===== src/rtl/ufc_pkg.sv =====
package ufc_pkg;

    localparam int FIFO_DEPTH = 16;
    localparam int BYTE_W     = 8;
    localparam int CHAR_T_W   = 16;
    localparam int TRIG_W     = 5;

    typedef enum logic [1:0] {
        TRIG_ONE      = 2'b00,
        TRIG_FOUR     = 2'b01,
        TRIG_EIGHT    = 2'b10,
        TRIG_FOURTEEN = 2'b11
    } trig_code_e;

    // Fields of the control byte that survive a write
    typedef struct packed {
        trig_code_e trig;
        logic       dma;
        logic       en;
    } fcr_keep_t;

    function automatic logic [TRIG_W-1:0] trig_bytes(trig_code_e c);
        case (c)
            TRIG_ONE:   return TRIG_W'(1);
            TRIG_FOUR:  return TRIG_W'(4);
            TRIG_EIGHT: return TRIG_W'(8);
            default:    return TRIG_W'(14);
        endcase
    endfunction

    function automatic fcr_keep_t fcr_capture(logic [7:0] w);
        fcr_keep_t f;
        f.trig = trig_code_e'(w[7:6]);
        f.dma  = w[3];
        f.en   = w[0];
        return f;
    endfunction

endpackage


===== src/rtl/ufc_byte_fifo.sv =====
module ufc_byte_fifo #(
    parameter  int DEPTH = 16,
    parameter  int W     = 8,
    localparam int AW    = (DEPTH > 1) ? $clog2(DEPTH) : 1,
    localparam int CW    = $clog2(DEPTH + 1)
) (
    input  logic          clk,
    input  logic          rst,
    input  logic          flush,
    input  logic          push,
    input  logic [W-1:0]  din,
    input  logic          pop,
    input  logic [CW-1:0] cap,
    output logic [W-1:0]  dout,
    output logic [CW-1:0] count,
    output logic          push_ok,
    output logic          pop_ok,
    output logic          drop
);

    logic [W-1:0]  mem [DEPTH];
    logic [AW-1:0] wr_ptr;
    logic [AW-1:0] rd_ptr;

    function automatic logic [AW-1:0] bump(logic [AW-1:0] p);
        return (p == AW'(DEPTH - 1)) ? '0 : p + AW'(1);
    endfunction

    // A pop in the same cycle frees the slot a full-queue push needs
    assign pop_ok  = pop && (count != '0);
    assign push_ok = push && ((count < cap) || pop_ok);
    assign drop    = push && !push_ok;
    assign dout    = (count != '0) ? mem[rd_ptr] : '0;

    always_ff @(posedge clk) begin
        if (rst || flush) begin
            wr_ptr <= '0;
            rd_ptr <= '0;
            count  <= '0;
        end else begin
            if (push_ok) wr_ptr <= bump(wr_ptr);
            if (pop_ok)  rd_ptr <= bump(rd_ptr);
            count <= count + CW'(push_ok) - CW'(pop_ok);
        end
    end

    always_ff @(posedge clk) begin
        if (!rst && !flush && push_ok) mem[wr_ptr] <= din;
    end

endmodule


===== src/rtl/ufc_char_timer.sv =====
module ufc_char_timer #(
    parameter  int CT_W = 16,
    localparam int LW   = CT_W + 2
) (
    input  logic            clk,
    input  logic            rst,
    input  logic            clear,
    input  logic            restart,
    input  logic [CT_W-1:0] char_time,
    input  logic            data_present,
    input  logic            rd_clear,
    output logic            pend
);

    logic [LW-1:0] cnt;
    logic          armed;
    logic          expire;

    assign expire = armed && (cnt <= LW'(1));

    always_ff @(posedge clk) begin
        if (rst || clear) begin
            armed <= 1'b0;
            cnt   <= '0;
            pend  <= 1'b0;
        end else begin
            if (restart) begin
                armed <= 1'b1;
                cnt   <= {char_time, 2'b00};
            end else if (armed) begin
                if (expire) armed <= 1'b0;
                else        cnt   <= cnt - LW'(1);
            end
            if (rd_clear)                    pend <= 1'b0;
            else if (expire && data_present) pend <= 1'b1;
        end
    end

endmodule


===== src/rtl/uart_fifo_ctl.sv =====
module uart_fifo_ctl #(
    parameter  int DEPTH  = ufc_pkg::FIFO_DEPTH,
    parameter  int DATA_W = ufc_pkg::BYTE_W,
    parameter  int CT_W   = ufc_pkg::CHAR_T_W,
    localparam int CW     = $clog2(DEPTH + 1)
) (
    input  logic                      clk,
    input  logic                      rst,
    input  logic                      fcr_we,
    input  logic [7:0]                fcr_wdata,
    input  logic [CT_W-1:0]           char_time,
    input  logic                      rx_push,
    input  logic [DATA_W-1:0]         rx_byte,
    input  logic                      rd_en,
    output logic [DATA_W-1:0]         rd_data,
    input  logic                      thr_we,
    input  logic [DATA_W-1:0]         thr_wdata,
    input  logic                      tx_pop,
    input  logic                      ser_idle,
    output logic [DATA_W-1:0]         tx_data,
    output logic                      tx_avail,
    output logic [CW-1:0]             rx_level,
    output logic [CW-1:0]             tx_level,
    output logic                      data_ready,
    output logic                      thr_empty,
    output logic                      tx_empty,
    output logic                      fifo_en,
    output logic                      dma_mode,
    output logic [ufc_pkg::TRIG_W-1:0] trig_level,
    output logic                      timeout_pend,
    output logic                      overrun
);
    import ufc_pkg::*;

    fcr_keep_t fcr_q;
    logic      en_flip, flush_rx, flush_tx;
    logic [CW-1:0] cap;
    logic      rx_push_ok, rx_pop_ok, rx_drop;
    logic      tx_push_ok, tx_pop_ok, tx_drop;
    logic      ovr_q, txe_q, tmr_restart;

    assign en_flip  = fcr_we && (fcr_wdata[0] != fcr_q.en);
    assign flush_rx = fcr_we && (fcr_wdata[1] || en_flip);
    assign flush_tx = fcr_we && (fcr_wdata[2] || en_flip);
    assign cap      = fcr_q.en ? CW'(DEPTH) : CW'(1);

    always_ff @(posedge clk) begin
        if (rst)         fcr_q <= '0;
        else if (fcr_we) fcr_q <= fcr_capture(fcr_wdata);
    end

    ufc_byte_fifo #(.DEPTH(DEPTH), .W(DATA_W)) u_rxq (
        .clk(clk), .rst(rst), .flush(flush_rx),
        .push(rx_push), .din(rx_byte), .pop(rd_en), .cap(cap),
        .dout(rd_data), .count(rx_level),
        .push_ok(rx_push_ok), .pop_ok(rx_pop_ok), .drop(rx_drop)
    );

    ufc_byte_fifo #(.DEPTH(DEPTH), .W(DATA_W)) u_txq (
        .clk(clk), .rst(rst), .flush(flush_tx),
        .push(thr_we), .din(thr_wdata), .pop(tx_pop), .cap(cap),
        .dout(tx_data), .count(tx_level),
        .push_ok(tx_push_ok), .pop_ok(tx_pop_ok), .drop(tx_drop)
    );

    // Restart on new data, or on a read that leaves bytes behind
    assign tmr_restart = fcr_q.en &&
                         (rx_push_ok || (rx_pop_ok && rx_level > CW'(1)));

    ufc_char_timer #(.CT_W(CT_W)) u_tmr (
        .clk(clk), .rst(rst), .clear(flush_rx), .restart(tmr_restart),
        .char_time(char_time), .data_present(rx_level != '0),
        .rd_clear(rd_en), .pend(timeout_pend)
    );

    always_ff @(posedge clk) begin
        if (rst || flush_rx) ovr_q <= 1'b0;
        else if (rx_drop)    ovr_q <= 1'b1;
    end

    always_ff @(posedge clk) begin
        if (rst)                               txe_q <= 1'b1;
        else if (thr_we)                       txe_q <= 1'b0;
        else if (tx_level == '0 && ser_idle)   txe_q <= 1'b1;
    end

    assign overrun    = ovr_q;
    assign tx_empty   = txe_q;
    assign data_ready = (rx_level != '0);
    assign thr_empty  = (tx_level == '0);
    assign tx_avail   = !thr_empty;
    assign fifo_en    = fcr_q.en;
    assign dma_mode   = fcr_q.dma;
    assign trig_level = trig_bytes(fcr_q.trig);

    logic unused_sig;
    assign unused_sig = ^{fcr_wdata[5:4], tx_push_ok, tx_pop_ok, tx_drop};

endmodule


===== config.mk =====
export PLATFORM = sky130hd
export DESIGN_NAME = uart_fifo_ctl
export DESIGN_NICKNAME = d
export VERILOG_FILES = /design/src/rtl/ufc_pkg.sv /design/src/rtl/ufc_byte_fifo.sv /design/src/rtl/ufc_char_timer.sv /design/src/rtl/uart_fifo_ctl.sv
export SDC_FILE = /design/constraint.sdc
export NUM_CORES = 1
export LEC_CHECK = 0
export BUFFER_PORTS_ARGS = -buffer_cell sky130_fd_sc_hd__buf_2
export CORE_ASPECT_RATIO = 0.5
export CORE_MARGIN = 5
export CORE_UTILIZATION = 55
export DETAILED_ROUTE_END_ITERATION = 10
export GPL_TIMING_DRIVEN = 0
export HOLD_SLACK_MARGIN = 0.1
export PLACE_DENSITY = 0.73
export SETUP_SLACK_MARGIN = 0.05
export SYNTH_ARGS = -nofsm -noshare
export SYNTH_HDL_FRONTEND = slang
export SYNTH_SLANG_ARGS = --single-unit

===== constraint.sdc =====
create_clock -name clk -period 3.2 [get_ports clk]
set_input_delay 0 -clock clk [delete_from_list [all_inputs] [get_ports clk]]
set_output_delay 0 -clock clk [all_outputs]
set_load 0.01 [all_outputs]

* Word-level counts from Yosys, hierarchy flattened
Memories as Yosys holds them, arrays and structs flattened. A register that Yosys moved wholly into a read port is not among the register bits.
Index checks and enable logic that the tools add are counted.
** Word-level totals
- Memories :: 2
- Bits in writable memories :: 256
- Input port bits :: 48
- Output and inout bits :: 39
- Word-level logic and storage cells :: 102
- Flip-flop bits (word level) :: 52
** Memories
- u_rxq.mem :: depth 16, bits a word 8, read ports 1, clocked after memory_dff 1, write ports 1, RTL line ufc_byte_fifo.sv:21 : logic [W-1:0] mem [DEPTH];
- u_txq.mem :: depth 16, bits a word 8, read ports 1, clocked after memory_dff 1, write ports 1, RTL line ufc_byte_fifo.sv:21
** Operators by class
- Muxes and demuxes :: 24
- Magnitude comparators :: 4
- Add/subtract/negate cells :: 9
- Equality and inequality tests :: 8
- Reduce and logical (&&, ||, !) cells :: 39
- Bitwise gates (word level) :: 1
** Operators with widths (number)
- two-way mux 18 bit :: 3
- two-way mux 4 bit :: 8
- <= comparator 18 x 1 -> 1 bit, second input constant :: 1
- subtractor 18 x 1 -> 18 bit, second input constant :: 1
- logical AND 1 bit :: 17
- adder 4 x 1 -> 4 bit, second input constant :: 4
- == test 4 bit, second input constant :: 4
- two-way mux 8 bit :: 2
- case mux 4 bit (3 select lines) :: 1
- adder 5 x 1 -> 5 bit :: 2
- less-than comparator 5 bit :: 2
- nonzero test 5 bit :: 2
- subtractor 5 x 1 -> 5 bit :: 2
- two-way mux 1 bit :: 9
- logical OR 1 bit :: 7
- > comparator 5 x 1 -> 1 bit, second input constant :: 1
- zero test 1 bit :: 5
- zero test 5 bit :: 1
- two-way mux 5 bit :: 1
- AND reduction 2 bit :: 2
- nonzero test 2 bit :: 2
- OR reduction 2 bit :: 2
- == test 2 x 1 -> 1 bit, second input constant :: 1
- == test 2 bit, second input constant :: 1
- 4 further kinds :: 4

* Depth between registers and ports, before layout
Gate-level depths: netlist of run 1.
- Depth in word-level cells :: 9
- Depth in mapped cells :: 15
- Depth with buffers taken out :: 15

* Hierarchy
A second synthesis of run 1 with hierarchy kept.
** Unflattened totals
- Cells, all modules :: 896
- Area, all modules :: 13624.3 um2
** By module, submodules not included
- ufc_byte_fifo :: cells an instance 360, times used 2, sequential area each 4184.0 um2, area an instance 6059.6 um2
- ufc_char_timer :: cells an instance 137, times used 1, sequential area each 400.4 um2, area an instance 1183.6 um2
- uart_fifo_ctl :: cells an instance 39, times used 1, sequential area each 120.1 um2, area an instance 321.6 um2

* Worst setup path before layout of run 1
OpenSTA, ideal clock, no wires.
- Path type :: reg-to-reg
- Start :: reg fcr_q, in the netlist fifo_en
- End :: mem u_txq.mem[0][0], enable pin
- Required time :: 2815 ps
- Data arrival time :: 2496 ps
- Stages on the path, launching flop included :: 8
- Setup time :: 385 ps
- Buffers on the path :: 0
- Setup slack :: 319 ps
- Clock period less this slack :: 2881 ps
- Cell sequence :: dfxtp_1 -> inv_1 -> ha_1 -> inv_1 -> a31oi_1 -> o2bb2ai_1 -> nand3b_1 -> nor3b_1
** On the way
- Elaborated cells on any way between the ends :: 13
- Classes of those cells :: order compare: 1; eq/ne: 1; mux: 3; reduce/logical: 8
** RTL lines
- start, declared :: RTL line uart_fifo_ctl.sv:35 : fcr_keep_t fcr_q;
- start signal, assigned :: RTL line uart_fifo_ctl.sv:49 : else if (fcr_we) fcr_q <= fcr_capture(fcr_wdata);
- two-way mux 5 bit :: RTL line uart_fifo_ctl.sv:45 : assign cap = fcr_q.en ? CW'(DEPTH) : CW'(1);
- less-than comparator 5 bit :: RTL line ufc_byte_fifo.sv:31 : assign push_ok = push && ((count < cap) || pop_ok);
- logical OR 1 bit :: RTL line ufc_byte_fifo.sv:31
- logical AND 1 bit :: RTL line ufc_byte_fifo.sv:31
- net tx_push_ok :: RTL line uart_fifo_ctl.sv:39 : logic tx_push_ok, tx_pop_ok, tx_drop;
- logical AND 1 bit :: RTL line ufc_byte_fifo.sv:48 : if (!rst && !flush && push_ok) mem[wr_ptr] <= din;
- two-way mux 1 bit :: RTL line ufc_byte_fifo.sv:48
- two-way mux 1 bit (implied by the code) :: RTL line ufc_byte_fifo.sv:48
- end, declared :: RTL line ufc_byte_fifo.sv:21
The timed path passes the listed nets, and every way through them passes these cells.

* Worst setup path in the final report of run 1
- Start :: reg fcr_q, in the netlist fifo_en
- End :: mem u_txq.mem[5][4], enable pin
Same word-level chain as after synthesis.

==> results.toml, run 1 <==
[yosys]
synthFlopType = "edfxtp_1"
yosys_warnings = 0
yosys-top-cells-count = "edfxtp_1 (256), mux4_2 (80), dfxtp_1 (60)"
synth_edf_count = 256
synth_most_common_cell = "edfxtp_1"
async_flop_share_pct = 0
avgSynthCellArea_um2 = 16.7
syn_nets = 871
synth_top_area_cell = "edfxtp_1"
synth.area.top_cells = "edfxtp_1 (58%), mux4_2 (14%), dfxtp_1 (9.1%)"
yosysSeqAreaShare_pct = 67.5
ys_ff_latch = 316
synthesis.area_um2 = 13200
syn_inst = 790
synth_cell_types = 56
netlist.area_leader.share_pct = 58.4

[sta]
fin_crit_ps = 3200
setup_violations = 0
hold_violations = 0
tightest_slew_ps = 850
drv_slew = 0
fmax_mhz = 313
maxSlewHeadroom_pct = 43.3
post-route-period-util_pct = 100
clock_skew_ps = 20.6
rsz0062_at_grt = "true"
setup_ws_ps = 0.281
setup_tns_ps = 0

[pwr]
p_switching_w = 0.00272
ir_drop_mv = 0.372
cellLeakagePower_nw = 5.22
p_int_w = 0.00719
pwr-share-clk_pct = 31.2
p_sw_share_pct = 27.5
pwr-share-comb_pct = 21.7
p_per_area_nw_per_um2 = 632
sequentialPowerShare_pct = 47.1

[die]
die_area_um2 = 27300
io_pins = 87
start_util_pct = 55.4
core_um2 = 23800
dieHeight_um = 119
rows = 40
die_x_um = 229

[setup_path]
cp.arrival_ps = 3370
critPathKind = "reg -> reg"
crit_required_ps = 3370
startpoint_type = "register"
crit_fanout = 9
end_kind = "register"

[place]
post-place-ws_ps = -529
hpwl_um = 17400
io_buffers = 81
placedCellCount = 1186
gp_congestion = 0.830

[grt]
grt_pass1_wl_um = 43300
grt_max_degree = 17
gr-usage-all-layers_pct = 20.2
grt_overflow = 0
grt_pass1_vias = 7657
antenna_found_initial = 0

[worst_hold_path]
min_path_type = "in -> reg"

[routing]
dr_total_vias = 7529
wl_per_cell_um = 21.3
routed_wl_um = 27700
ant_nets = 0
drc = 0
vias_per_cell = 5.79
drtIter0Drc = 677
drt-pass1-iter-count = 5

[clock_tree]
clock_sinks = 316
cts_buffer_depth = 3
cts_tree = "yes"
cts_max_level = 1
cts_buffers = 28
cts.reportedPaths.clkPinSlew_ps = 70
insertion_delay_ps = 550
cts_root_buffer = "clkbuf_16"

[finish]
fin_cells = 1300
diodes = 0
fillCellCount = 1571
fin_nets = 1044
post-route-util_pct = 65.9
area_growth_syn_to_layout_pct = 19.0
layout-drive-gt1-share_pct = 27.4

[run]
cap_violations = 0

[status]
outcome = "completed"
==> cell usage in the layout, fill, tap and decap left out, types with 21 or more instances in the layout <==
cell,count
clkbuf_1,34
nor2_1,40
and2_1,21
a21oi_1,32
nand2_1,28
dfxtp_1,59
edfxtp_1,256
clkbuf_16,29
mux4_2,80
ha_1,31
buf_2,88
inv_1,26
dlygate4sd3_1,57
==> state kept, by name, summed over array words and instances (netlist names), named ones only <==
name          cells
u_rxq.mem       128
u_txq.mem       128
u_tmr.cnt        18
u_rxq.count       5
u_txq.count       5
u_rxq.rd_ptr      4
u_rxq.wr_ptr      4
u_txq.rd_ptr      4
u_txq.wr_ptr      4
fcr_q             2
dma_mode          1
fifo_en           1
overrun           1
tx_empty          1
u_tmr.armed       1
u_tmr.pend        1
==> repair_timing <==
action,4_1_cts,5_1_grt
endpoints found under the setup margin,228,168
hold buffers,57,0
hold endpoints to repair,292,0
pin swaps,4,3
setup buffers,1,4
resized for setup,26,24
==> power groups by stage <==
stage	Combinational (W)	Sequential, W	Clock [W]
2_1_floorplan	0.00137	0.00474	0
3_3_place_gp	0.00197	0.00474	0
3_5_place_dp	0.00201	0.00475	0
4_1_cts	0.00212	0.00466	0.00315
5_1_grt	0.00237	0.00468	0.00334
6_report	0.00215	0.00467	0.00310
==> worst paths after layout <==
path | slack, ps | end | cells after the start | start
worst max-delay path | 0.3 | u_txq.mem[5][4] | 7 | fifo_en
worst min-delay path | 140 | u_txq.count[0] | 3 | rst
worst max register to register | 0.3 | u_txq.mem[5][4] | 7 | fifo_en
worst min register to register | 460 | overrun | 2 | overrun
==> through the flow <==
stage | power, W | instance area [um2] | hold WS, ps
6_report | 0.00991 | 15700 | 144
3_5_place_dp | 0.00676 | 14000 | 235
3_3_place_gp | 0.00672 | 14000 | 230
5_1_grt | 0.0104 | 15700 | 195
2_1_floorplan | 0.00612 | 13200 | 79.3
4_1_cts | 0.00993 | 15500 | 108
==> routing by layer <==
metal  routed length, um  GRT usage [%]  up-vias
met4                 580           4.17        0
met1               11700           27.8     3801
met2               13900           34.4      251
met5                   0              0        -
met3                1460           3.91       48
li1                    -              -     3429
==> logic make-up (layout without fill, tap and decap cells) <==
| family | Yosys count | after routing | synth area share [%] |
|---|---|---|---|
| other | 1 | 1 | 0.0285 |
| multiplexers | 90 | 90 | 14.4 |
| adder cells (fa/ha/maj) | 33 | 33 | 3.25 |
| AO/OA/AOI/OAI | 85 | 85 | 4.26 |
| XOR/XNOR | 18 | 18 | 1.20 |
| AND/OR/NAND/NOR | 175 | 175 | 7.01 |
| buffers and inverters | 72 | 267 | 2.28 |
| flip-flops | 316 | 316 | 67.5 |
==> cell type report <==
class                   count  area (um2)  area share, %
plain buffers              43         196           1.25
clock inverters            14        67.6          0.431
flip-flops and latches    316        8890           56.7
multi-input cells         402        4190           26.7
inverters                  29         109          0.695
clock buffers              38         759           4.85
repair buffers            143        1060           6.79
well taps                 315         394           2.51
==> critical path, stage by stage, from the launching register on <==
cell and delay [ps]:
dfxtp_2 470, inv_1 160, ha_1 300, inv_1 50
a31oi_1 50, o2bb2ai_2 430, nand3b_1 520, nor2_1 830
(Power assumes the default switching activity.)
==> run 2, diff against run 1 <==
- ABC_AREA: default -> 1
==> run 2 against run 1 <==
Effect of this change: synthesized area is 3.2% higher; critical endpoint is now u_txq.count[4]; synthesized cell count is 55% higher; final cell count is 34% higher; largest cell class unchanged.
==> results.toml, run 2 <==
[pwr]
p_per_area_nw_per_um2 = 709
finalPower_w = 0.0113
sequentialPowerShare_pct = 41.8
pwr-share-comb_pct = 29.5
pwr-share-clk_pct = 28.6
cellLeakagePower_nw = 5.75
p_sw_share_pct = 33.5
ir_drop_mv = 0.440
p_int_w = 0.00750
p_switching_w = 0.00378

[routing]
dr_total_vias = 10200
drt-pass1-iter-count = 6
vias_per_cell = 5.86
ant_nets = 0
wl_per_cell_um = 20.4
drtIter0Drc = 1160
drc = 0
routed_wl_um = 35600

[finish]
area_growth_syn_to_layout_pct = 17.2
mostFrequentLayoutCells = "edfxtp_1 (256), nor2_1 (224), o21ai_0 (154), buf_2 (100), nand2_1 (94)"
fillCellCount = 1779
regArea_um2 = 8890
multiInputGateArea_um2 = 4190
diodes = 0
post-route-util_pct = 65.9
layout_commonest_cell = "edfxtp_1"
layout-drive-gt1-share_pct = 13.3
fin_cells = 1746
fin_nets = 1471
reg_top3 = "u_rxq.mem x128, u_txq.mem x128, u_tmr.cnt x18"

[setup_path]
end_kind = "register"
crit_required_ps = 3630
startpoint_type = "register"
cpPeakStageDelay_ps = 400
cp.arrival_ps = 3450
crit_fanout = 10
critPathLaunch = "fifo_en"
path_cells = "buf_6 -> clkbuf_8 -> inv_1 -> ha_1 -> inv_1 -> a31oi_1 -> o21ai_2 -> nand2_2 -> inv_2 -> ha_1 -> inv_1 -> fa_1 -> nor2_2 -> nor2_1 -> nor2_1 -> nor2_1 -> o21ai_0 -> a21oi_1"
rr_startpoint = "fifo_en"
cp_slowest_cell = "dfxtp_4"
critPathKind = "reg -> reg"

[yosys]
yosys_warnings = 0
netlist.area_leader.share_pct = 56.6
syn_nets = 1302
async_flop_share_pct = 0
synth_top_area_cell = "edfxtp_1"
ys_ff_latch = 316
yosysSeqAreaShare_pct = 65.4
avgSynthCellArea_um2 = 11.1
synthesis.area_um2 = 13600
synth_most_common_cell = "edfxtp_1"
synthFlopType = "edfxtp_1"
yosys-top-cells-count = "edfxtp_1 (256), nor2_1 (232), o21ai_0 (154)"
synth.area.top_cells = "edfxtp_1 (57%), dfxtp_1 (8.8%), nor2_1 (6.4%)"
synth_cell_types = 41
synth_edf_count = 256
syn_inst = 1221

[clock_tree]
cts_root_buffer = "clkbuf_16"
cts_max_level = 1
cts_tree = "yes"
insertion_delay_ps = 550
cts_buffers = 27
clock_sinks = 316
cts_buffer_depth = 3
cts.reportedPaths.clkPinSlew_ps = 70

[worst_hold_path]
min_path_type = "in -> reg"
hold_start = "fcr_we"

[sta]
drv_slew = 0
setup_violations = 0
clock_skew_ps = 9.88
maxSlewHeadroom_pct = 39.8
post-route-period-util_pct = 94.2
setup_ws_ps = 184
hold_violations = 0
fmax_mhz = 332
rsz0062_at_grt = "true"
setup_tns_ps = 0
tightest_slew_ps = 899
fin_crit_ps = 3020

[die]
start_util_pct = 56.2
rows = 40
die_x_um = 232
dieHeight_um = 121
io_pins = 87
core_um2 = 24200
die_area_um2 = 28100

[place]
placedCellCount = 1640
post-place-ws_ps = -969
io_buffers = 83
gp_congestion = 0.929
hpwl_um = 23000

[grt]
grt_max_degree = 17
antenna_found_initial = 0
gr-usage-all-layers_pct = 25.2
grt_overflow = 0
grt_pass1_vias = 10200
grt_pass1_wl_um = 55300

[run]
cap_violations = 0

[status]
outcome = "completed"
==> run 2: changes by cell type in the layout (fill, tap and decap cells not counted), sizes merged, moves of 48 or more <==
cell	previous run	this run
mux4	80	0
nand2	29	103
nand3	11	61
nor2	53	235
o21ai	16	161
o221ai	0	48
==> run 2: cell families after synthesis <==
| family | share of synthesized area, % |
|---|---|
| AO/OA/AOI/OAI | 12.4 |
| XOR/XNOR | 1.10 |
| adder cells (fa/ha/maj) | 3.15 |
| buffers and inverters | 4.20 |
| flip-flops | 65.4 |
| other | 0.0276 |
| AND/OR/NAND/NOR | 13.7 |
==> run 2: final timing paths <==
path / to / slack, ps / depth (start not counted)
setup / recovery: u_txq.count[4] / 180 / 18
hold / removal: u_txq.count[0] / 160 / 5
setup reg to reg: u_txq.count[4] / 180 / 18
hold reg to reg: overrun / 450 / 2
==> run 2: critical path: cells and delay by family, from the launching register on <==
family	cells	cell delay [ps]
AOI/OAI and AO/OA	4	440
adders and majority gates	3	860
buffers and inverters	6	690
DFF	1	400
and+or+nand+nor	5	510
==> run 2: final cells by class <==
class,instances,area share [%]
buffer,62,1.92
tap,336,2.64
clock buffer,38,4.70
sequential,316,55.8
timing repair buffer,140,6.19
multi-input combinational,768,26.3
clock inverter,11,0.636
inverter,75,1.77
==> run 2: per-layer routing <==
layer	vias to the layer above	share of wire, %	GRT usage (%)
li1	4697	-	-
met4	0	2.9	8.26
met1	4938	40	33.4
met5	-	0	0
met2	505	49	42.6
met3	90	8.9	4.75
==> run 2: power groups by stage <==
stage	sequential, W	clock (W)	combinational (W)
6_report	0.00472	0.00323	0.00333
5_1_grt	0.00474	0.00346	0.00368
4_1_cts	0.00472	0.00327	0.00327
3_5_place_dp	0.00481	0	0.00315
3_3_place_gp	0.00480	0	0.00307
2_1_floorplan	0.00481	0	0.00209
==> run 2: timing repair <==
action	in CTS	in global routing
buffers inserted	0	0
hold buffers	57	0
setup endpoints to repair	262	148
endpoints found under the hold margin	309	0
gates resized for setup	15	9
==> run 2: metrics by stage <==
| stage | hold slack, ps | cell area [um2] |
|---|---|---|
| after floorplan | 79.3 | 13600 |
| after global placement | 222 | 14400 |
| after detailed placement | 242 | 14400 |
| after CTS | 114 | 15900 |
| after global routing | 192 | 15900 |
| final | 164 | 15900 |
